===== src/rtl/adc_seq_pkg.sv =====
package adc_seq_pkg;
  localparam int RES_W     = 12;
  localparam int AVG_W     = 3;
  localparam int MODE_LO   = 0;
  localparam int AVG_LO    = 2;
  localparam int FSEL_BIT  = 26;
  localparam int OPEN_W    = 18;
  localparam int SDLY_LO   = 24;
  localparam int SDLY_W    = 8;
  localparam int TAG_LO    = 16;

  typedef enum logic [1:0] {
    MODE_ONCE = 2'd0,
    MODE_CONT = 2'd1,
    MODE_TRIG = 2'd2
  } step_mode_e;

  typedef enum logic [2:0] {
    S_IDLE, S_SCAN, S_TRIG, S_OPEN, S_SDLY, S_REQ, S_WAIT, S_PUSH
  } seq_state_e;
endpackage


===== src/rtl/adc_seq_regs.sv =====
module adc_seq_regs #(
  parameter int N_STEPS = 16,
  parameter int AW      = 6
) (
  input  logic                    clk_i,
  input  logic                    rst_ni,
  input  logic                    we_i,
  input  logic [AW-1:0]           addr_i,
  input  logic [31:0]             wdata_i,
  input  logic [N_STEPS-1:0]      clr_mask_i,
  output logic [N_STEPS-1:0][31:0] cfg_o,
  output logic [N_STEPS-1:0][31:0] dly_o,
  output logic [N_STEPS-1:0]      en_o
);
  localparam int DLY_BASE = N_STEPS;
  localparam int EN_ADDR  = 2 * N_STEPS;

  logic [N_STEPS-1:0] en_q;

  for (genvar g = 0; g < N_STEPS; g++) begin : g_step
    always_ff @(posedge clk_i or negedge rst_ni) begin
      if (!rst_ni) begin
        cfg_o[g] <= '0;
        dly_o[g] <= '0;
      end else if (we_i) begin
        if (addr_i == AW'(g))            cfg_o[g] <= wdata_i;
        if (addr_i == AW'(DLY_BASE + g)) dly_o[g] <= wdata_i;
      end
    end
  end

  always_ff @(posedge clk_i or negedge rst_ni) begin
    if (!rst_ni) en_q <= '0;
    else en_q <= ((we_i && addr_i == AW'(EN_ADDR)) ? wdata_i[N_STEPS-1:0] : en_q) & ~clr_mask_i;
  end

  assign en_o = en_q;

  // a completed one-shot step must not stay enabled
  p_oneshot_clear_r6: assert property (@(posedge clk_i) disable iff (!rst_ni)
    (clr_mask_i != '0) |=> ((en_q & $past(clr_mask_i)) == '0));
endmodule


===== src/rtl/adc_seq_pick.sv =====
module adc_seq_pick #(
  parameter int N_STEPS = 16,
  parameter int SW      = $clog2(N_STEPS),
  parameter int FW      = SW + 1
) (
  input  logic [N_STEPS-1:0] mask_i,
  input  logic [FW-1:0]      from_i,
  output logic               found_o,
  output logic [SW-1:0]      idx_o
);
  // lowest enabled index at or above from_i
  always_comb begin
    found_o = 1'b0;
    idx_o   = '0;
    for (int i = N_STEPS - 1; i >= 0; i--) begin
      if (mask_i[i] && FW'(i) >= from_i) begin
        found_o = 1'b1;
        idx_o   = SW'(i);
      end
    end
  end
endmodule


===== src/rtl/adc_seq_avg.sv =====
module adc_seq_avg
  import adc_seq_pkg::*;
#(
  parameter int DW = RES_W,
  parameter int SH = AVG_W
) (
  input  logic          clk_i,
  input  logic          rst_ni,
  input  logic          clr_i,
  input  logic          add_i,
  input  logic [DW-1:0] data_i,
  input  logic [SH-1:0] shift_i,
  output logic [DW-1:0] result_o
);
  localparam int ACC_W = DW + (2 ** SH) - 1;

  logic [ACC_W-1:0] acc_q;

  always_ff @(posedge clk_i or negedge rst_ni) begin
    if (!rst_ni)    acc_q <= '0;
    else if (clr_i) acc_q <= '0;
    else if (add_i) acc_q <= acc_q + ACC_W'(data_i);
  end

  assign result_o = DW'(acc_q >> shift_i);

  p_no_add_on_clear_r3: assert property (@(posedge clk_i) disable iff (!rst_ni)
    !(clr_i && add_i));
endmodule


===== src/rtl/adc_step_seq.sv =====
module adc_step_seq
  import adc_seq_pkg::*;
#(
  parameter int N_STEPS = 16,
  parameter int AW      = 6
) (
  input  logic               clk_i,
  input  logic               rst_ni,
  input  logic               cfg_we_i,
  input  logic [AW-1:0]      cfg_addr_i,
  input  logic [31:0]        cfg_wdata_i,
  input  logic               start_i,
  input  logic               trig_i,
  output logic               conv_req_o,
  input  logic               conv_valid_i,
  input  logic [RES_W-1:0]   conv_data_i,
  output logic               fifo0_we_o,
  output logic               fifo1_we_o,
  output logic [31:0]        fifo_data_o,
  input  logic               fifo0_full_i,
  input  logic               fifo1_full_i,
  output logic [N_STEPS-1:0] step_en_o,
  output logic               eos_o,
  output logic               busy_o,
  output logic [1:0]         ovr_o
);
  localparam int SW        = $clog2(N_STEPS);
  localparam int FW        = SW + 1;
  localparam int SMP_W     = (2 ** AVG_W) - 1;
  localparam int FLAG_ADDR = 2 * N_STEPS + 1;

  seq_state_e state_q;
  logic [SW-1:0]     cur_q;
  logic [FW-1:0]     from_q;
  logic [OPEN_W-1:0] cnt_q;
  logic [SMP_W-1:0]  smp_q;
  logic              trig_q, eos_q;
  logic [1:0]        ovr_q;

  logic [N_STEPS-1:0][31:0] cfg_w, dly_w;
  logic [N_STEPS-1:0] en_w, clr_mask;
  logic               found;
  logic [SW-1:0]      pick_idx;
  logic [RES_W-1:0]   avg_res;

  logic [31:0] cur_cfg, cur_dly, pick_cfg, pick_dly;
  step_mode_e  cur_mode, pick_mode;
  logic [AVG_W-1:0]  cur_avg;
  logic [OPEN_W-1:0] cur_sdly;
  logic [SMP_W-1:0]  smp_last;
  logic cur_sel, trig_rise, flag_wr, eos_set;
  logic [1:0] ovr_set;
  logic unused_cfg;

  assign cur_cfg   = cfg_w[cur_q];
  assign cur_dly   = dly_w[cur_q];
  assign pick_cfg  = cfg_w[pick_idx];
  assign pick_dly  = dly_w[pick_idx];
  assign cur_mode  = step_mode_e'(cur_cfg[MODE_LO +: 2]);
  assign pick_mode = step_mode_e'(pick_cfg[MODE_LO +: 2]);
  assign cur_avg   = cur_cfg[AVG_LO +: AVG_W];
  assign cur_sel   = cur_cfg[FSEL_BIT];
  assign cur_sdly  = OPEN_W'(cur_dly[SDLY_LO +: SDLY_W]);
  assign smp_last  = ~({SMP_W{1'b1}} << cur_avg);
  assign trig_rise = trig_i && !trig_q;
  assign flag_wr   = cfg_we_i && cfg_addr_i == AW'(FLAG_ADDR);
  assign unused_cfg = ^{cfg_w, dly_w, pick_dly};

  assign clr_mask = (state_q == S_PUSH && cur_mode == MODE_ONCE)
                    ? (N_STEPS'(1) << cur_q) : '0;

  adc_seq_regs #(.N_STEPS(N_STEPS), .AW(AW)) u_regs (
    .clk_i, .rst_ni, .we_i(cfg_we_i), .addr_i(cfg_addr_i), .wdata_i(cfg_wdata_i),
    .clr_mask_i(clr_mask), .cfg_o(cfg_w), .dly_o(dly_w), .en_o(en_w)
  );

  adc_seq_pick #(.N_STEPS(N_STEPS)) u_pick (
    .mask_i(en_w), .from_i(from_q), .found_o(found), .idx_o(pick_idx)
  );

  adc_seq_avg u_avg (
    .clk_i, .rst_ni,
    .clr_i(state_q == S_SCAN),
    .add_i(state_q == S_WAIT && conv_valid_i),
    .data_i(conv_data_i), .shift_i(cur_avg), .result_o(avg_res)
  );

  always_ff @(posedge clk_i or negedge rst_ni) begin
    if (!rst_ni) begin
      state_q <= S_IDLE;
      cur_q   <= '0;
      from_q  <= '0;
      cnt_q   <= '0;
      smp_q   <= '0;
      trig_q  <= 1'b0;
    end else begin
      trig_q <= trig_i;
      unique case (state_q)
        S_IDLE: if (start_i && |en_w) begin
          state_q <= S_SCAN;
          from_q  <= '0;
        end
        S_SCAN: if (found) begin
          cur_q   <= pick_idx;
          cnt_q   <= pick_dly[OPEN_W-1:0];
          smp_q   <= '0;
          state_q <= (pick_mode == MODE_TRIG) ? S_TRIG : S_OPEN;
        end else begin
          from_q  <= '0;
          state_q <= |en_w ? S_SCAN : S_IDLE;
        end
        S_TRIG: if (!en_w[cur_q]) begin
          from_q  <= {1'b0, cur_q} + FW'(1);
          state_q <= S_SCAN;
        end else if (trig_rise) state_q <= S_OPEN;
        S_OPEN: if (cnt_q == '0) begin
          cnt_q   <= cur_sdly;
          state_q <= S_SDLY;
        end else cnt_q <= cnt_q - 1'b1;
        S_SDLY: if (cnt_q == '0) state_q <= S_REQ;
                else cnt_q <= cnt_q - 1'b1;
        S_REQ:  state_q <= S_WAIT;
        S_WAIT: if (conv_valid_i) begin
          if (smp_q == smp_last) state_q <= S_PUSH;
          else begin
            smp_q   <= smp_q + 1'b1;
            cnt_q   <= cur_sdly;
            state_q <= S_SDLY;
          end
        end
        S_PUSH: begin
          from_q  <= {1'b0, cur_q} + FW'(1);
          state_q <= S_SCAN;
        end
        default: state_q <= S_IDLE;
      endcase
    end
  end

  assign eos_set    = state_q == S_SCAN && !found;
  assign ovr_set[0] = state_q == S_PUSH && !cur_sel && fifo0_full_i;
  assign ovr_set[1] = state_q == S_PUSH &&  cur_sel && fifo1_full_i;

  always_ff @(posedge clk_i or negedge rst_ni) begin
    if (!rst_ni) begin
      eos_q <= 1'b0;
      ovr_q <= '0;
    end else begin
      eos_q <= (eos_q & ~(flag_wr & cfg_wdata_i[0])) | eos_set;
      ovr_q <= (ovr_q & ~({2{flag_wr}} & cfg_wdata_i[2:1])) | ovr_set;
    end
  end

  always_comb begin
    fifo_data_o = '0;
    fifo_data_o[TAG_LO +: SW]   = cur_q;
    fifo_data_o[RES_W-1:0]      = avg_res;
  end

  assign fifo0_we_o = state_q == S_PUSH && !cur_sel && !fifo0_full_i;
  assign fifo1_we_o = state_q == S_PUSH &&  cur_sel && !fifo1_full_i;
  assign conv_req_o = state_q == S_REQ;
  assign busy_o     = state_q != S_IDLE;
  assign eos_o      = eos_q;
  assign ovr_o      = ovr_q;
  assign step_en_o  = en_w;

  p_one_fifo_r5: assert property (@(posedge clk_i) disable iff (!rst_ni)
    !(fifo0_we_o && fifo1_we_o));
  p_drop_full0_r9: assert property (@(posedge clk_i) disable iff (!rst_ni)
    fifo0_we_o |-> !fifo0_full_i);
  p_drop_full1_r9: assert property (@(posedge clk_i) disable iff (!rst_ni)
    fifo1_we_o |-> !fifo1_full_i);
  p_ovr_sticky_r9: assert property (@(posedge clk_i) disable iff (!rst_ni)
    (ovr_q[1] && !(flag_wr && cfg_wdata_i[2])) |=> ovr_q[1]);
  p_req_pulse_r4: assert property (@(posedge clk_i) disable iff (!rst_ni)
    conv_req_o |=> !conv_req_o);
  p_req_busy_r8: assert property (@(posedge clk_i) disable iff (!rst_ni)
    conv_req_o |-> busy_o);
  p_eos_sticky_r8: assert property (@(posedge clk_i) disable iff (!rst_ni)
    (eos_q && !(flag_wr && cfg_wdata_i[0])) |=> eos_q);
endmodule


===== config.mk =====
export PLATFORM = sky130hd
export DESIGN_NAME = adc_step_seq
export DESIGN_NICKNAME = d
export VERILOG_FILES = /design/src/rtl/adc_seq_pkg.sv /design/src/rtl/adc_seq_regs.sv /design/src/rtl/adc_seq_pick.sv /design/src/rtl/adc_seq_avg.sv /design/src/rtl/adc_step_seq.sv
export SDC_FILE = /design/constraint.sdc
export NUM_CORES = 1
export LEC_CHECK = 0
export BUFFER_PORTS_ARGS = -buffer_cell sky130_fd_sc_hd__buf_2
export CORE_AREA = 2 2 247 249
export CTS_CLUSTER_DIAMETER = 30
export DETAILED_ROUTE_END_ITERATION = 7
export DIE_AREA = 0 0 249 251
export PLACE_DENSITY_LB_ADDON = 0.1
export SLEW_MARGIN = 20
export SYNTH_ARGS = -nofsm -noshare
export SYNTH_HDL_FRONTEND = slang
export SYNTH_SLANG_ARGS = --single-unit

===== constraint.sdc =====
create_clock -name clk_i -period 4.16 [get_ports clk_i]
set_input_delay 0.416 -clock clk_i [delete_from_list [all_inputs] [get_ports clk_i]]
set_output_delay 0.416 -clock clk_i [all_outputs]
set_load 0.02 [all_outputs]

==> flow_metrics.py, run 1 <==
metrics = {
    "status": {
        "outcome": "completed",
    },
    "power_and_ir_drop": {
        "cellPowerDensity_nw_per_um2": 763,
        "ir_worst_vdd_mv": 0.499,
        "p_leak_nw": 16.6,
    },
    "logic_synthesis": {
        "seq_area_frac_synth_pct": 49.6,
        "synth.most_common_cell": "dfrtp_1",
        "yosys_warnings": 0,
        "synth_seq_cells": 588,
        "yosysTopAreaCell": "dfrtp_1",
        "netlist_top_cells_area": "dfrtp_1, mux2_2, mux4_2, mux2i_1, nand2_1",
        "synth_edf_count": 0,
        "avgSynthCellArea_um2": 12.7,
        "synth_top_area_share_pct": 49.6,
        "ys_top_cells_by_count": "dfrtp_1, mux2_2, nand2_1",
        "netlist_area_um2": 29700,
        "async_flop_share_pct": 100,
        "ys_types": 90,
        "synthFlopType": "dfrtp_1",
        "netlist_instances": 2347,
    },
    "floorplanning": {
        "fp.dieW_um": 249,
        "core_area_um2": 59800,
        "ios": 113,
        "dieArea_um2": 62500,
        "initial_core_util_pct": 49.7,
        "die_h_um": 251,
        "num_rows": 90,
    },
    "critical_path": {
        "crit_path_end_kind": "primary output",
        "critPathRequiredTime_ns": 3.74,
        "critical_path_class": "reg2out",
        "cp_max_fo": 20,
        "crit_path_start_kind": "flop",
        "crit_arrival_ns": 3.58,
        "reg2reg_depth": 10,
    },
    "cells_and_area": {
        "n_fill_cell": 4716,
        "final_layout_size_suffix_gt1_share_pct": 40.2,
        "layout.nets": 2588,
        "design_area_um2": 36000,
        "final_util_pct": 60.3,
        "syn_to_final_growth_pct": 21.4,
    },
    "timing": {
        "final_hold_viol_count": 0,
        "fin_crit_ns": 3.99,
        "tightest_slew_ns": 1.11,
        "fmax_mhz": 250,
        "setup_viol": 0,
        "fin_skew_ns": 0.0313,
        "max_slew_margin_pct": 25.9,
        "holdWs_ns": 0.0787,
        "tns_ns": 0,
        "period_share_pct": 96.0,
        "rsz0062_at_grt": "false",
        "finalMaxSlewViolations": 0,
    },
    "clocking": {
        "clkTransAtPathRegs_ns": 0.05,
        "cts_tree": "built",
        "clockRootBuffer": "clkbuf_16",
        "cts-htree-levels": 4,
        "clock_sinks": 588,
        "clk-insertion-delay-late_ns": 0.71,
        "clk_path_buf_depth": 3,
        "cts_made_buffers": 140,
    },
    "global_routing": {
        "grt_pass1_vias": 21500,
        "antenna_found_initial": 2,
        "grt_pass1_wl_mm": 130,
        "grt_max_degree": 107,
        "overflow": 0,
        "gr-usage-all-layers_pct": 27.4,
    },
    "detailed_routing": {
        "drc": 0,
        "post_drt_wl_per_cell_um": 24.7,
        "vias": 20500,
        "ant_nets": 0,
        "avgViaCountPerCell": 6.03,
        "drt_first_pass_iters": 7,
        "first_iter_violations": 1381,
        "wirelength_mm": 84.1,
    },
    "placement": {
        "gp_congestion": 0.877,
        "dp_hpwl_mm": 52.2,
        "place_area_um2": 31200,
        "portBuffers": 90,
    },
    "hold_path": {
        "hold_depth": 4,
        "hp-class": "in2reg",
    },
    "job": {
        "maxCapViolations": 0,
    },
}
## per-stage QoR
step | setup WS, ns | instances | power [mW]
2_1_floorplan | 0.628 | 2362 | 13.4
3_3_place_gp | 0.450 | 3143 | 16.4
3_5_place_dp | 0.402 | 3143 | 16.5
4_1_cts | 0.0953 | 3398 | 27.6
5_1_grt | 0.0485 | 3399 | 28.7
6_report | 0.165 | 3399 | 27.5
## where the power goes
group / total (mW) / leakage [nW] / internal (mW) / switching [mW]
registers: 7.37 / 7.80 / 6.63 / 0.740
clock network: 10.9 / 2.33 / 7.63 / 3.29
logic: 9.21 / 6.44 / 3.80 / 5.41
total: 27.5 / 16.6 / 18.1 / 9.44
## layout make-up
type	count	area, um^2	share of cell area, %
diodes	1	2.50	0.00694
clock buffers	199	4090	11.4
clock inverters	51	681	1.89
inverters	29	109	0.302
multi-input cells	1571	14200	39.4
flip-flops and latches	588	14700	40.8
well taps	782	978	2.71
repair buffers	178	1260	3.51
## cells in the final DEF (no fill, tap or decap), types with 68 or more instances in the layout
cell | Yosys | layout
dfrtp_1 | 588 | 586
nand2_1 | 143 | 140
mux2_2 | 529 | 529
nor2_1 | 88 | 76
buf_4 | 23 | 73
nand3_1 | 68 | 68
mux4_2 | 76 | 76
clkbuf_16 | 0 | 147
buf_2 | 24 | 89
mux2i_1 | 133 | 131
## worst max-delay path: stages, from the launching register on
cell	delay [ns]
dfrtp_4	0.58
mux4_2	0.58
a22oi_1	0.39
nand2_2	0.22
buf_4	0.28
mux2i_1	0.21
mux2i_1	0.14
mux2_2	0.30
buf_2	0.16
## sequential cells by signal, indices dropped and copies added, names as in the netlist
register / count
u_regs.dly_o: 416
cnt_q: 18
eos_o: 1
from_q: 5
ovr_o: 2
u_avg.acc_q: 19
u_regs.en_o: 16
smp_q: 7
trig_q: 1
state_q: 3
u_regs.cfg_o: 96
cur_q: 4
## metal layers
| layer | up-vias | wire (um) | GRT usage (%) |
|---|---|---|---|
| met2 | 586 | 39600 | 43.6 |
| met4 | 2 | 2490 | 11.3 |
| met1 | 10700 | 37700 | 37.4 |
| met3 | 172 | 4320 | 4.92 |
| li1 | 9033 | - | - |
| met5 | - | 7 | 0 |
## kinds of logic after synthesis
| kind of cell | Yosys count | share of synthesized area [%] |
|---|---|---|
| AOI/OAI and AO/OA | 287 | 6.47 |
| xor gates and xnor gates | 21 | 0.619 |
| adders and majority gates | 22 | 0.952 |
| buffers and inverters | 203 | 3.30 |
| DFF | 588 | 49.6 |
| muxes | 749 | 31.2 |
| other | 1 | 0.0126 |
| and+or+nand+nor | 476 | 7.86 |
## path summary, 6_finish.rpt
path                           startpoint                 to  slack [ns]
max                              cur_q[0]     fifo_data_o[5]        0.17
min                        conv_data_i[0]     u_avg.acc_q[0]        0.08
max reg2reg                     from_q[4]          cnt_q[11]        0.48
min reg2reg                         eos_o              eos_o        0.47
max in group asynchronous          rst_ni  u_regs.dly_o[249]        2.59
min in group asynchronous          rst_ni    u_regs.dly_o[9]        0.36
## timing repair
item	in CTS	in global routing
hold endpoints to repair	99	0
setup buffers	1	0
endpoints found under the setup margin	2	4
gates resized for setup	0	3
hold buffers	4	0
(Power assumes the default switching activity.)
==> run 2, diff against run 1 <==
==> constraint.sdc (replaced) <==
create_clock -name clk_i -period 4.7 [get_ports clk_i]
set_input_delay 0.47 -clock clk_i [delete_from_list [all_inputs] [get_ports clk_i]]
set_output_delay 0.47 -clock clk_i [all_outputs]
set_load 0.02 [all_outputs]
==> run 2 against run 1 <==
- clock skew decreased by 0.010 ns
- core utilization decreased by 0.13 points
- clock-buffer cell count is 8 lower
- sequential share of layout area increased by 0.083 points
- global-route usage barely moved
- total power decreased by 11%
- final area fell by 0.22%
- critical path type unchanged
- clock power fell by 9%
==> flow_metrics.py, run 2 (synthesis gave the netlist of run 1 again) <==
metrics = {
    "detailed_routing": {
        "wirelength_mm": 83.7,
        "vias": 20300,
        "first_iter_violations": 1397,
        "post_drt_wl_per_cell_um": 24.7,
        "drt_first_pass_iters": 5,
        "ant_nets": 0,
        "drc": 0,
        "avgViaCountPerCell": 6.02,
    },
    "clocking": {
        "cts_tree": "built",
        "post_cts_resized": 0,
        "post_cts.repair.setup_buffers": 0,
        "clk_path_buf_depth": 3,
        "clock_sinks": 588,
        "clk-insertion-delay-late_ns": 0.72,
        "cts-htree-levels": 4,
        "clkTransAtPathRegs_ns": 0.04,
        "cts_made_buffers": 144,
        "clockRootBuffer": "clkbuf_16",
    },
    "critical_path": {
        "crit_arrival_ns": 3.74,
        "crit_path_start_kind": "flop",
        "cp_max_fo": 22,
        "startpoint": "cur_q[0]",
        "crit_path_end_kind": "primary output",
        "critical_path_class": "reg2out",
        "critPathRequiredTime_ns": 4.23,
        "timing.rr.start": "cur_q[0]",
    },
    "cells_and_area": {
        "largest_reg_flops": 416,
        "largest-register": "u_regs.dly_o",
        "final_cell_mix": "dfrtp_1, mux2_2, clkbuf_16",
        "mostFrequentLayoutCell": "dfrtp_1",
        "design_area_um2": 36000,
        "reg_top3": "u_regs.dly_o: 416 flops, u_regs.cfg_o: 96 flops, u_avg.acc_q: 19 flops",
        "diodes": 0,
        "n_fill_cell": 4717,
        "final_cells": 3382,
        "syn_to_final_growth_pct": 21.1,
        "final_layout_size_suffix_gt1_share_pct": 40.1,
        "layout.nets": 2567,
    },
    "floorplanning": {
        "die_h_um": 251,
        "initial_core_util_pct": 49.7,
        "dieArea_um2": 62500,
        "num_rows": 90,
        "ios": 113,
        "core_area_um2": 59800,
        "fp.dieW_um": 249,
    },
    "global_routing": {
        "gr-usage-all-layers_pct": 27.4,
        "grt_max_degree": 117,
        "overflow": 0,
        "grt_pass1_wl_mm": 130,
        "grt_pass1_vias": 21500,
        "antenna_found_initial": 2,
    },
    "timing": {
        "tightest_slew_ns": 1.09,
        "tns_ns": 0,
        "fmax_mhz": 238,
        "finalMaxSlewViolations": 0,
        "max_slew_margin_pct": 26.7,
        "setup_viol": 0,
        "rsz0062_at_grt": "false",
        "fin_skew_ns": 0.0211,
        "holdWs_ns": 0.0420,
        "period_share_pct": 89.6,
        "final_hold_viol_count": 0,
        "fin_crit_ns": 4.21,
    },
    "power_and_ir_drop": {
        "ir_worst_vdd_mv": 0.436,
        "cellPowerDensity_nw_per_um2": 678,
        "p_leak_nw": 16.5,
    },
    "hold_path": {
        "holdCritStartpoint": "fifo1_full_i",
        "hp-class": "in2reg",
    },
    "placement": {
        "place_inst": 3120,
        "dp_hpwl_mm": 52.6,
        "gp_congestion": 0.931,
        "place_area_um2": 31000,
        "portBuffers": 90,
    },
    "job": {
        "maxCapViolations": 0,
    },
    "status": {
        "outcome": "completed",
    },
}
==> run 2: worst paths after layout <==
path	end	slack, ns	cells after the start
hold reg to reg	cnt_q[11]	0.49	1
setup / recovery	fifo_data_o[1]	0.49	9
hold / removal	ovr_o[1]	0.04	2
setup reg to reg	cnt_q[2]	0.73	9
max in group asynchronous	u_regs.dly_o[167]	3.02	3
min in group asynchronous	u_avg.acc_q[6]	0.34	2
==> run 2: power breakdown <==
part           internal (mW)  leakage (nW)  total, mW  switching (mW)
Sequential              5.86          7.80       6.54           0.679
Clock                   6.88          2.41       9.95            3.07
Combinational           3.17          6.31       7.89            4.71
==> run 2: layout make-up <==
cell class                      instances  area (um^2)  area share, %
Sequential cell                       588        14700           40.9
Clock inverter                         68          865           2.40
Multi-Input combinational cell       1571        14200           39.4
Clock buffer                          191         4080           11.4
Tap cell                              782          978           2.72
Inverter                               29          109          0.303
Timing Repair Buffer                  153         1030           2.86
==> run 2: per-layer routing <==
metal | global-route usage [%] | vias up | part of all wire, %
li1 | - | 9007 | -
met4 | 9.35 | 4 | 2.2
met1 | 37.4 | 10600 | 45
met5 | 0 | - | 0.025
met3 | 5.66 | 144 | 5.6
met2 | 43.9 | 560 | 48
==> run 2: repair_timing <==
item                                    in CTS  in global routing
hold buffers                                 3                  0
endpoints found under the setup margin       0                  0
endpoints found under the hold margin       97                  0
==> run 2: critical path: stages (launching register included) <==
cell,delay [ns]
dfrtp_4,0.66
mux4_2,0.57
mux2i_1,0.40
mux2i_4,0.22
buf_4,0.28
nor2_1,0.11
a21oi_1,0.06
mux2_2,0.27
o21ai_0,0.21
buf_2,0.22
==> run 2: stage by stage <==
stage,worst slack [ns],power (mW),utilization [%]
global route,0.215,25.4,60.2
floorplan,1.11,11.9,-
finish,0.491,24.4,60.2
detailed placement,0.760,14.4,51.8
global placement,0.774,14.3,51.8
CTS,0.408,24.5,60.1
==> run 3, diff against run 2 <==
--- a/config.mk
+++ b/config.mk
@@ -5,11 +5,12 @@
 export SDC_FILE = /design/constraint.sdc
 export NUM_CORES = 1
 export LEC_CHECK = 0
+export ABC_AREA = 1
 export BUFFER_PORTS_ARGS = -buffer_cell sky130_fd_sc_hd__buf_2
-export CORE_AREA = 2 2 247 249
+export CORE_AREA = 2 2 248 250
 export CTS_CLUSTER_DIAMETER = 30
 export DETAILED_ROUTE_END_ITERATION = 7
-export DIE_AREA = 0 0 249 251
+export DIE_AREA = 0 0 250 252
 export PLACE_DENSITY_LB_ADDON = 0.1
 export SLEW_MARGIN = 20
 export SYNTH_ARGS = -nofsm -noshare
==> run 3 against run 2 <==
- core utilization is 0.35 points lower
- critical path type unchanged
- via count is 31% higher
- critical path depth is 3 higher
- synthesized cell count is 67% higher
- non-clock buffer count is 16 higher
- critical endpoint is now fifo_data_o[10]
==> flow_metrics.py, run 3 <==
metrics = {
    "status": {
        "outcome": "completed",
    },
    "cells_and_area": {
        "final_cell_mix": "nand2_1, o21ai_0, dfrtp_1",
        "syn_to_final_growth_pct": 20.1,
        "layout.nets": 4035,
        "largest_reg_flops": 416,
        "final_util_pct": 59.8,
        "design_area_um2": 36000,
        "mostFrequentLayoutCell": "nand2_1",
        "largest-register": "u_regs.dly_o",
        "final_layout_size_suffix_gt1_share_pct": 11.0,
        "reg_top3": "u_regs.dly_o: 416 flops, u_regs.cfg_o: 96 flops, u_avg.acc_q: 19 flops",
    },
    "power_and_ir_drop": {
        "pwr-share-clk_pct": 35.7,
        "p_sw_share_pct": 41.5,
        "seqPwrFrac_pct": 23.1,
        "comb_power_share_pct": 41.2,
        "cellPowerDensity_nw_per_um2": 781,
        "ir_worst_vdd_mv": 0.827,
        "internal-power_mw": 16.4,
        "p_leak_nw": 17.2,
        "power.switching_mw": 11.6,
    },
    "global_routing": {
        "grt_pass1_vias": 26000,
        "grt_max_degree": 120,
        "overflow": 0,
        "gr-usage-all-layers_pct": 30.2,
        "grt_pass1_wl_mm": 148,
        "antenna_found_initial": 4,
    },
    "logic_synthesis": {
        "netlist_top_cells_area": "dfrtp_1, nand2_1, o21ai_0, nand3_1, inv_1",
        "yosysTopAreaCell": "dfrtp_1",
        "avgSynthCellArea_um2": 7.65,
        "synth_edf_count": 0,
        "synth-simple-area-share_pct": 24.3,
        "synth_xor_area_share_pct": 0.556,
        "synth.most_common_cell": "nand2_1",
        "netlist_instances": 3915,
        "synthMuxAreaShare_pct": 0.0334,
        "synth_top_area_share_pct": 49.1,
        "synthFlopType": "dfrtp_1",
        "yosys_warnings": 0,
        "synthAdderAreaFrac_pct": 0.944,
        "ys_types": 53,
        "netlist_area_um2": 29900,
        "seq_area_frac_synth_pct": 49.1,
        "async_flop_share_pct": 100,
        "synth_seq_cells": 588,
        "ys_top_cells_by_count": "nand2_1, o21ai_0, dfrtp_1",
        "synth_top_family_by_area": "simple AND/OR/NAND/NOR gates",
        "synth_compound_area_share_pct": 16.0,
    },
    "placement": {
        "place_area_um2": 30800,
        "gp_congestion": 0.926,
        "pre_cts_ws_ns": 0.935,
        "dp_hpwl_mm": 54.3,
        "portBuffers": 90,
    },
    "detailed_routing": {
        "vias": 26600,
        "wirelength_mm": 93.0,
        "drt_first_pass_iters": 8,
        "ant_nets": 0,
        "avgViaCountPerCell": 5.49,
        "post_drt_wl_per_cell_um": 19.2,
        "first_iter_violations": 2485,
        "drc": 0,
    },
    "clocking": {
        "cts_tree": "built",
        "cts_made_buffers": 138,
        "cts.hold.buffers_added": 19,
        "clk-insertion-delay-late_ns": 0.70,
        "cts-htree-levels": 4,
        "clkTransAtPathRegs_ns": 0.05,
        "post_cts_resized": 0,
        "clock_sinks": 588,
        "clk_path_buf_depth": 3,
        "post_cts.repair.setup_buffers": 0,
        "clockRootBuffer": "clkbuf_16",
    },
    "floorplanning": {
        "die_h_um": 252,
        "dieArea_um2": 63000,
        "core_area_um2": 60100,
        "num_rows": 90,
        "initial_core_util_pct": 49.8,
        "ios": 113,
        "fp.dieW_um": 250,
    },
    "timing": {
        "setup_ws_ns": 0.470,
        "holdWs_ns": 0.0493,
        "max_slew_margin_pct": 24.5,
        "setup_viol": 0,
        "tightest_slew_ns": 1.13,
        "finalMaxSlewViolations": 0,
        "fmax_mhz": 236,
        "final_hold_viol_count": 0,
        "fin_skew_ns": 0.0225,
        "rsz0062_at_grt": "false",
        "tns_ns": 0,
        "period_share_pct": 90.0,
        "fin_crit_ns": 4.23,
    },
    "hold_path": {
        "hp-class": "in2reg",
    },
    "critical_path": {
        "cp_num_buf_inv": 4,
        "critical_path_class": "reg2out",
        "crit_arrival_ns": 3.76,
        "crit_path_end_kind": "primary output",
        "critPathRequiredTime_ns": 4.23,
        "crit_path_start_kind": "flop",
        "cp_slowest_cell": "buf_4",
        "cp_max_fo": 71,
        "cp_common_cell": "o21ai_0",
        "crit_family": "buffers and inverters",
        "crit_chain": "buf_4, o21ai_0, o22ai_1, nand2_1, nand2_1, inv_1, nand2_2, buf_4, o21ai_0, o21ai_0, o221ai_1, buf_2",
        "cpPeakStageDelay_ns": 0.67,
    },
    "job": {
        "maxCapViolations": 0,
    },
}
==> run 3: changes by cell type after synthesis, moves of 21 or more <==
cell / change
mux2_2: -529
mux2i_1: -132
o22ai_1: +22
clkbuf_1: +109
mux4_2: -76
nand3_1: +269
nand2_1: +906
nor2_1: +143
nor3_1: -21
o21ai_0: +636
nand3b_1: +47
inv_1: +344
==> run 3: path summary, 6_finish.rpt <==
check / start / to / slack (ns) / cells after the start
worst max-delay path: cur_q[1] / fifo_data_o[10] / 0.47 / 12
worst min-delay path: cfg_wdata_i[6] / u_regs.dly_o[6] / 0.05 / 3
worst max register to register: cur_q[1] / cnt_q[1] / 0.83 / 17
worst min register to register: u_regs.dly_o[101] / u_regs.dly_o[101] / 0.47 / 2
max in group asynchronous: rst_ni / u_regs.dly_o[209] / 3.05 / 3
min in group asynchronous: rst_ni / u_regs.cfg_o[100] / 0.37 / 2
==> run 3: kinds of logic after synthesis <==
kind of cell / Yosys count
adders and majority gates: 22
xor gates and xnor gates: 19
muxes: 1
AOI/OAI and AO/OA: 897
DFF: 588
buffers and inverters: 663
and+or+nand+nor: 1724
other: 1
==> run 3: metal layers <==
metal,global-route usage (%),wire length (um)
met1,39.8,40500
met2,48.3,42800
met3,6.86,6680
met4,12.1,3030
met5,0,14
==> run 3: metrics by stage <==
stage	instances	power [mW]
global placement	4578	17.8
CTS	4850	28.1
global route	4850	29.8
detailed placement	4578	17.9
floorplan	3930	14.4
finish	4851	28.1
==> run 3: worst register-to-register path, stage by stage (launching register included) <==
cell and delay (ns):
dfrtp_2 0.34, buf_4 0.67, o21ai_0 0.29, o22ai_1 0.23, nand2_1 0.07, nand2_1 0.08, inv_1 0.08, nand2_2 0.31
inv_2 0.20, o21ai_1 0.15, inv_1 0.08, nor4_4 0.32, nand3_2 0.16, nand2_1 0.11, buf_4 0.32, inv_2 0.17
nor2_1 0.12, a21oi_1 0.05
==> run 3: power by group through the flow <==
stage / clock network (mW) / logic (mW) / registers [mW]
3_5_place_dp: 0 / 11.4 / 6.53
3_3_place_gp: 0 / 11.3 / 6.52
2_1_floorplan: 0 / 7.98 / 6.43
4_1_cts: 10.1 / 11.5 / 6.47
5_1_grt: 10.4 / 12.8 / 6.59
6_report: 10.0 / 11.6 / 6.49
==> run 3: final cells by class <==
type,instances,area [um^2]
repair buffers,169,1190
fillers,5588,24200
clock buffers,189,4080
multi-input cells,2679,12700
diodes,1,2.50
clock inverters,64,871
inverters,379,1430
flip-flops and latches,588,14700
well taps,782,978
